==> config.mk <==
export PLATFORM = sky130hd
export DESIGN_NAME = cplx_triple_mul
export DESIGN_NICKNAME = d
export VERILOG_FILES = /design/src/rtl/cplx_pkg.sv /design/src/rtl/cplx_csa_tree.sv /design/src/rtl/cplx_mixed_dot.sv /design/src/rtl/cplx_triple_mul.sv
export SDC_FILE = /design/constraint.sdc
export NUM_CORES = 2
export LEC_CHECK = 0
export ABC_AREA = 1
export BUFFER_PORTS_ARGS = -buffer_cell sky130_fd_sc_hd__buf_2
export CAP_MARGIN = 10
export CORE_UTILIZATION = 30
export DETAILED_ROUTE_END_ITERATION = 10
export SLEW_MARGIN = 10
export SYNTH_ARGS = -nofsm -noshare
export SYNTH_HDL_FRONTEND = slang
export SYNTH_SLANG_ARGS = --single-unit
export TNS_END_PERCENT = 5
==> constraint.sdc <==
create_clock -name clk -period 8.3 [get_ports clk]
set_input_delay 0.83 -clock clk [delete_from_list [all_inputs] [get_ports clk]]
set_output_delay 0.83 -clock clk [all_outputs]
set_load 0.01 [all_outputs]
==> src/rtl/cplx_pkg.sv <==
package cplx_pkg;

  // Rows left after lvl layers of 3:2 compression, starting from n rows
  function automatic int rows_after(input int n, input int lvl);
    int r;
    r = n;
    for (int k = 0; k < lvl; k++) r = (r / 3) * 2 + (r % 3);
    return r;
  endfunction

  // Layers needed to bring n rows down to two
  function automatic int tree_levels(input int n);
    int r;
    int l;
    r = n;
    l = 0;
    while (r > 2) begin
      r = (r / 3) * 2 + (r % 3);
      l++;
    end
    return l;
  endfunction

endpackage

==> src/rtl/cplx_csa_tree.sv <==
module cplx_csa_tree #(
  parameter int W = 16,
  parameter int N = 3
) (
  input  logic [W-1:0] rows [N],
  output logic [W-1:0] sum_o,
  output logic [W-1:0] carry_o
);

  localparam int LV = cplx_pkg::tree_levels(N);

  for (genvar lv = 0; lv < LV; lv++) begin : g_lvl
    localparam int NI = cplx_pkg::rows_after(N, lv);
    localparam int NG = NI / 3;
    localparam int NR = NI % 3;
    localparam int NO = 2 * NG + NR;

    logic [W-1:0] cur [NI];
    logic [W-1:0] nxt [NO];

    if (lv == 0) begin : g_src
      for (genvar k = 0; k < NI; k++) begin : g_cp
        assign cur[k] = rows[k];
      end
    end else begin : g_src
      for (genvar k = 0; k < NI; k++) begin : g_cp
        assign cur[k] = g_lvl[lv-1].nxt[k];
      end
    end

    // full-adder layer: three rows in, sum row and shifted carry row out
    for (genvar g = 0; g < NG; g++) begin : g_fa
      assign nxt[2*g]   = cur[3*g] ^ cur[3*g+1] ^ cur[3*g+2];
      assign nxt[2*g+1] = ((cur[3*g] & cur[3*g+1]) |
                           (cur[3*g] & cur[3*g+2]) |
                           (cur[3*g+1] & cur[3*g+2])) << 1;
    end

    for (genvar r = 0; r < NR; r++) begin : g_pass
      assign nxt[2*NG+r] = cur[3*NG+r];
    end
  end

  assign sum_o   = g_lvl[LV-1].nxt[0];
  assign carry_o = g_lvl[LV-1].nxt[1];

endmodule

==> src/rtl/cplx_mixed_dot.sv <==
// x0*y0 + x1*y1, or x0*y0 - x1*y1 when SUB, with signed x and unsigned y.
// All partial products meet in one compression tree and one final adder.
module cplx_mixed_dot #(
  parameter int XW  = 9,
  parameter int YW  = 8,
  parameter int OW  = 18,
  parameter bit SUB = 1'b0
) (
  input  logic signed [XW-1:0] x0,
  input  logic        [YW-1:0] y0,
  input  logic signed [XW-1:0] x1,
  input  logic        [YW-1:0] y1,
  output logic signed [OW-1:0] dot_o
);

  localparam int NROW = 2 * YW + 1;

  logic [OW-1:0] x0_ext;
  logic [OW-1:0] x1_ext;
  logic [OW-1:0] rows [NROW];
  logic [OW-1:0] tree_sum;
  logic [OW-1:0] tree_carry;

  assign x0_ext = OW'(x0);
  assign x1_ext = OW'(x1);

  for (genvar j = 0; j < YW; j++) begin : g_pp
    assign rows[j] = y0[j] ? (x0_ext << j) : '0;
    if (SUB) begin : g_neg
      // -(row) = ~row + 1; the +1 of every row sits in the constant row
      assign rows[YW+j] = ~(y1[j] ? (x1_ext << j) : OW'(0));
    end else begin : g_pos
      assign rows[YW+j] = y1[j] ? (x1_ext << j) : '0;
    end
  end

  assign rows[2*YW] = SUB ? OW'(YW) : '0;

  cplx_csa_tree #(.W(OW), .N(NROW)) u_tree (
    .rows   (rows),
    .sum_o  (tree_sum),
    .carry_o(tree_carry)
  );

  assign dot_o = $signed(tree_sum + tree_carry);

endmodule

==> src/rtl/cplx_triple_mul.sv <==
module cplx_triple_mul #(
  parameter int A_W = 8,
  parameter int B_W = 8,
  parameter int C_W = 8
) (
  input  logic                         clk,
  input  logic                         rst,
  input  logic                         in_valid,
  input  logic [A_W-1:0]               a_re,
  input  logic [A_W-1:0]               a_im,
  input  logic [B_W-1:0]               b_re,
  input  logic [B_W-1:0]               b_im,
  input  logic [C_W-1:0]               c_re,
  input  logic [C_W-1:0]               c_im,
  output logic                         out_valid,
  output logic signed [A_W+B_W+C_W+2:0] d_re,
  output logic signed [A_W+B_W+C_W+2:0] d_im
);

  localparam int P_W = A_W + B_W + 2;
  localparam int D_W = P_W + C_W + 1;

  logic signed [A_W:0]   a_re_s;
  logic signed [A_W:0]   a_im_s;
  logic signed [P_W-1:0] ab_sum [2];
  logic signed [P_W-1:0] p_q    [2];
  logic        [C_W-1:0] c_re_q;
  logic        [C_W-1:0] c_im_q;
  logic                  v1_q;
  logic signed [D_W-1:0] abc_sum [2];
  logic signed [D_W-1:0] d_q     [2];
  logic                  v2_q;

  assign a_re_s = $signed({1'b0, a_re});
  assign a_im_s = $signed({1'b0, a_im});

  // stage 1: index 0 real (difference), index 1 imaginary (sum)
  for (genvar pt = 0; pt < 2; pt++) begin : g_ab
    cplx_mixed_dot #(.XW(A_W+1), .YW(B_W), .OW(P_W), .SUB(pt == 0)) u_dot (
      .x0   (a_re_s),
      .y0   ((pt == 0) ? b_re : b_im),
      .x1   (a_im_s),
      .y1   ((pt == 0) ? b_im : b_re),
      .dot_o(ab_sum[pt])
    );
  end

  always_ff @(posedge clk) begin
    if (rst) begin
      v1_q   <= 1'b0;
      p_q[0] <= '0;
      p_q[1] <= '0;
      c_re_q <= '0;
      c_im_q <= '0;
    end else begin
      v1_q <= in_valid;
      if (in_valid) begin
        p_q[0] <= ab_sum[0];
        p_q[1] <= ab_sum[1];
        c_re_q <= c_re;
        c_im_q <= c_im;
      end
    end
  end

  // stage 2: (p_re + j p_im) * (c_re + j c_im)
  for (genvar pt = 0; pt < 2; pt++) begin : g_abc
    cplx_mixed_dot #(.XW(P_W), .YW(C_W), .OW(D_W), .SUB(pt == 0)) u_dot (
      .x0   (p_q[0]),
      .y0   ((pt == 0) ? c_re_q : c_im_q),
      .x1   (p_q[1]),
      .y1   ((pt == 0) ? c_im_q : c_re_q),
      .dot_o(abc_sum[pt])
    );
  end

  always_ff @(posedge clk) begin
    if (rst) begin
      v2_q   <= 1'b0;
      d_q[0] <= '0;
      d_q[1] <= '0;
    end else begin
      v2_q <= v1_q;
      if (v1_q) begin
        d_q[0] <= abc_sum[0];
        d_q[1] <= abc_sum[1];
      end
    end
  end

  assign out_valid = v2_q;
  assign d_re      = d_q[0];
  assign d_im      = d_q[1];

endmodule

# Word-level counts from Yosys, hierarchy flattened
# Memory sizes are Yosys's and may differ from the RTL's.
# Cells that the tools add are included.
# totals
elab_cells,512
out_inout_bits,55
reg_bits,18
input_bits,51
mem_count,2
mem_bits_rw,90
# memory_table
name,words,word_bits,rd,rd_clocked_by_memory_dff,wr,line,rtl
d_q,2,27,2,0,2,cplx_triple_mul.sv:31,logic signed [D_W-1:0] d_q [2];
p_q,2,18,2,0,2,cplx_triple_mul.sv:26,logic signed [P_W-1:0] p_q [2];
# classes
muxes,76
add_sub_neg,4
n_bitwise,426
# ops
op,count
bitwise AND 26 bit,86
XOR 27 bit,58
OR 26 bit,56
bitwise AND 17 bit,61
2-to-1 mux 27 bit,34
XOR 18 bit,48
OR 17 bit,49
NOT 27 bit,8
2-to-1 mux 15 bit,4
2-to-1 mux 14 bit,4
adder 27 bit,2
2-to-1 mux 13 bit,4
OR 26 x 4 -> 26 bit,2
2-to-1 mux 12 bit,4
2-to-1 mux 11 bit,4
2-to-1 mux 10 bit,4
bitwise AND 12 x 13 -> 13 bit,3
adder 18 bit,2
2-to-1 mux 18 bit,2
2-to-1 mux 9 bit,4
XOR 18 x 10 -> 18 bit,2
XOR 18 x 13 -> 18 bit,2
XOR 18 x 9 -> 18 bit,2
OR 17 x 10 -> 17 bit,2
other kinds (36),59

# Logic depth before layout (Yosys ltp)
# An unclocked memory read counts as a cell.
# depth
depth_word,22
depth_mapped,27
mapped_depth_nobuf,25

# By module
# From an unflattened synthesis, not the netlist that was laid out.
# hier_totals
hier_cells,6829
area_unflattened_um2,50823.7
# modules_own_cells
module,area_each_um2,cells_per_inst,seq_area_each_um2,instances
cplx_csa_tree (g_ab[0].u_dot.u_tree ...),6897.9,741,0.0,2
cplx_csa_tree (g_abc[0].u_dot.u_tree),10309.9,1066,0.0,1
cplx_csa_tree (g_abc[1].u_dot.u_tree),10292.4,1055,0.0,1
cplx_mixed_dot (g_abc[1].u_dot),4375.4,1038,0.0,1
cplx_triple_mul,4078.9,357,3062.9,1
cplx_mixed_dot (g_abc[0].u_dot),3858.7,898,0.0,1
cplx_mixed_dot (g_ab[1].u_dot),2189.6,502,0.0,1
cplx_mixed_dot (g_ab[0].u_dot),1923.1,431,0.0,1

# Worst setup path after synthesis
# OpenSTA, ideal clock, no wires.
# synth_timing
path_type,in2reg
start,in a_im[7]
end,"mem p_q[0][31] (netlist bit), data pin"
setup_time_ns,0.262
t_required_ns,8.038
setup_slack_ns,2.603
cell_stages,19
arrival_ns,5.435
n_path_buf,2
path_cell_list,clkbuf_1 > clkbuf_1 > nand2_1 > fa_1 > inv_1 > fa_1 > inv_1 > fa_1 > fa_1 > fa_1 > fa_1 > inv_1 > ha_1 > a21oi_1 > inv_1 > o21ai_0 > nand3_1 > o21ai_0 > a21oi_1
# synth_lines
element,line,rtl
from (decl),cplx_triple_mul.sv:10,"input logic [A_W-1:0] a_im,"
to (decl),cplx_triple_mul.sv:26,

==> impl_metrics.toml <==
[clock_tree]
clock_transition_at_the_register_clock_pins_on_the_worst_setup_and_hold_paths_after_cts_ns = 0.08
cts.hold.buffers_added = 0
cts_repair_resize_count = 0
cts.sinks = 108
max-clock-path-buffers = 2
postCtsSetupBuffers = 0
clk_root_buffer_cell = "clkbuf_16"
tritoncts = "yes"
clkLatencyLatePin_ns = 0.40
cts_made_buffers = 9
cts_max_level = 3

[routing]
route.detailed.drc = 0
vias_per_cell = 4.45
final_wl_um = 91800
vias = 25700
drt_iter0_drc = 1744
postRouteAntennaNets = 0
drt-pass1-iter-count = 6
wire_per_inst_um = 15.9

[global_routing]
initial_antenna_violation_count = 0
grt_pass1_wl_um = 151000
number_of_global_route_vias_before_repair = 27600
global_route.usage.total = 0.165
total_overflow_reported_by_the_global_router = 0
grt_start_max_net_pins = 55

[die]
coreArea_um2 = 113000
design.die.area_um2 = 115000
ios = 106
initial_utilization = 0.303
die-width_um = 339
rows = 123
dieHeight_um = 339

[synthesis]
ys_ff_latch = 108
synth.yosys.seq_area_share = 0.0897
post_synth_xor_area_fraction = 0.00231
synth_top_family_by_area = "adder cells"
synth_area_um2 = 34100
syn-num-nets = 5406
synth_warnings = 0
synth_simple_gate_area_share = 0.166
synth-compound-area-share = 0.0316
synthMuxAreaShare = 0
postSynth.asyncResetShare = 0
ys_dominant_reg_cell = "edfxtp_1"
syn_inst = 4351
avgSynthCellArea_um2 = 7.85
post_synth_fa_ha_maj_area_fraction = 0.536
synth-edff-count = 90
synth_cell_type_count = 41

[sta]
timing.max_slew.rel_slack = 0.180
worst_clock_skew_ns = 0.0145
worst_pin_slew_ns = 1.23
fin_crit_sh = 0.775
setup_viol = 0
fmaxAchievable_ghz = 0.155
timing.final.max_slew_violations = 0
tns_ns = 0
timing.final.hold_violations = 0
finalWorstSetupSlack_ns = 1.86
setup_repair_after_global_routing_missed_its_margin = "no"
period_needed_ns = 6.44

[cells_and_area]
leading_cell_types_in_the_layout_fill_and_taps_excluded = "1368 x inv_1, 1172 x nand2_1, 764 x fa_1, 240 x ha_1, 149 x nor2_1"
layout_commonest_cell = "inv_1"
nets = 5338
drive_above_1_share = 0.0420
layout.cell_area.non_filler_um2 = 36300
area_growth_pct = 6.18
insertedDiodeCount = 0

[placement]
postPlaceCellArea_um2 = 36000
place_ws_ns = 1.92
buffer_ports.inserted = 105
place_congestion = 0.896
placed_wire_length_estimate_um = 73500

[worst_setup_path]
rrSetupSlack_ns = 1.86
critical_path.endpoint_type = "flop"
critical_path_arrival_ns = 6.64
timing.critical_path.from_type = "flop"
critical_path.max_fanout = 23
worst_ep_required_time_ns = 8.50
criticalPathCategory = "flop to flop"

[job]
maxCapViolations = 0

[hold_path]
holdCritPathClass = "flop to flop"

[status]
run_status = "completed"
layout make-up:
cell class / count / area, um2
Tap cell: 1500 / 1880
Clock inverter: 7 / 57.6
Multi-Input combinational cell: 2660 / 25100
Clock buffer: 9 / 225
Fill cell: 12100 / 76400
Sequential cell: 108 / 3060
Timing Repair Buffer: 133 / 736
Inverter: 1371 / 5150
metal layers:
metal  up-vias  part of all wire  track usage
met5         -                 0            0
met4         0             0.023       0.0389
met3        93             0.065       0.0214
met2       841              0.46        0.274
met1     12800              0.45        0.229
li1      12000                 -            -
worst paths after layout:
check,end,cells past startpoint,startpoint
hold reg to reg,c_re_q[3],2,c_re_q[3]
setup reg to reg,d_q[0][43],20,c_re_q[5]
hold / removal,c_re_q[3],2,c_re_q[3]
setup / recovery,d_q[0][43],20,c_re_q[5]
cell families after synthesis:
group,count (synthesis)
flip-flops,108
XOR/XNOR,9
buffers and inverters,1583
adder cells (fa/ha/maj),1004
AO/OA/AOI/OAI,195
AND/OR/NAND/NOR,1452
synthesized netlist by cell type, types with 5 or more instances:
master / n / area, um2
o21ai_0: 55 / 275
o21a_1: 5 / 37.5
xor2_1: 5 / 43.8
nand2_2: 8 / 50.1
nand3_1: 79 / 395
a21oi_1: 106 / 531
dfxtp_1: 18 / 360
buf_1: 18 / 67.6
nand4_1: 18 / 113
o21bai_1: 8 / 60.1
edfxtp_1: 90 / 2700
fa_1: 764 / 15300
nand2_1: 1173 / 4400
nor2_2: 5 / 31.3
nor2_1: 151 / 567
ha_1: 240 / 3000
nor3_1: 9 / 45.0
clkbuf_1: 192 / 721
inv_1: 1368 / 5130
sequential cells by signal (all words and copies together) (netlist names):
register and flops:
out_valid 1, d_q 54, c_re_q 8, p_q 36, c_im_q 8, v1_q 1
worst max-delay path: stages (launching register included):
cell and delay, ns:
dfxtp_1 1.13, buf_4 0.38, nand2_1 0.10, fa_1 0.51
inv_1 0.05, fa_1 0.51, fa_1 0.51, inv_1 0.05
fa_1 0.44, fa_1 0.49, fa_1 0.56, inv_1 0.06
ha_1 0.38, nand2_1 0.13, nor2_1 0.23, nand2_1 0.08
nand2_1 0.15, nand2_1 0.07, nand2_1 0.07, o21ai_0 0.07
a21oi_1 0.25
per-stage QoR:
stage,util,std cells,hold WS (ns)
final,0.322,5788,0.478
after global routing,0.322,5788,0.517
after CTS,0.322,5788,0.482
after detailed placement,0.319,5772,0.467
after floorplan,-,4351,0.639
after global placement,0.319,5772,0.466
Power is left out: the tool's default activity adds up to more than one toggle a clock period on the data nets, which glitch-free logic cannot reach.
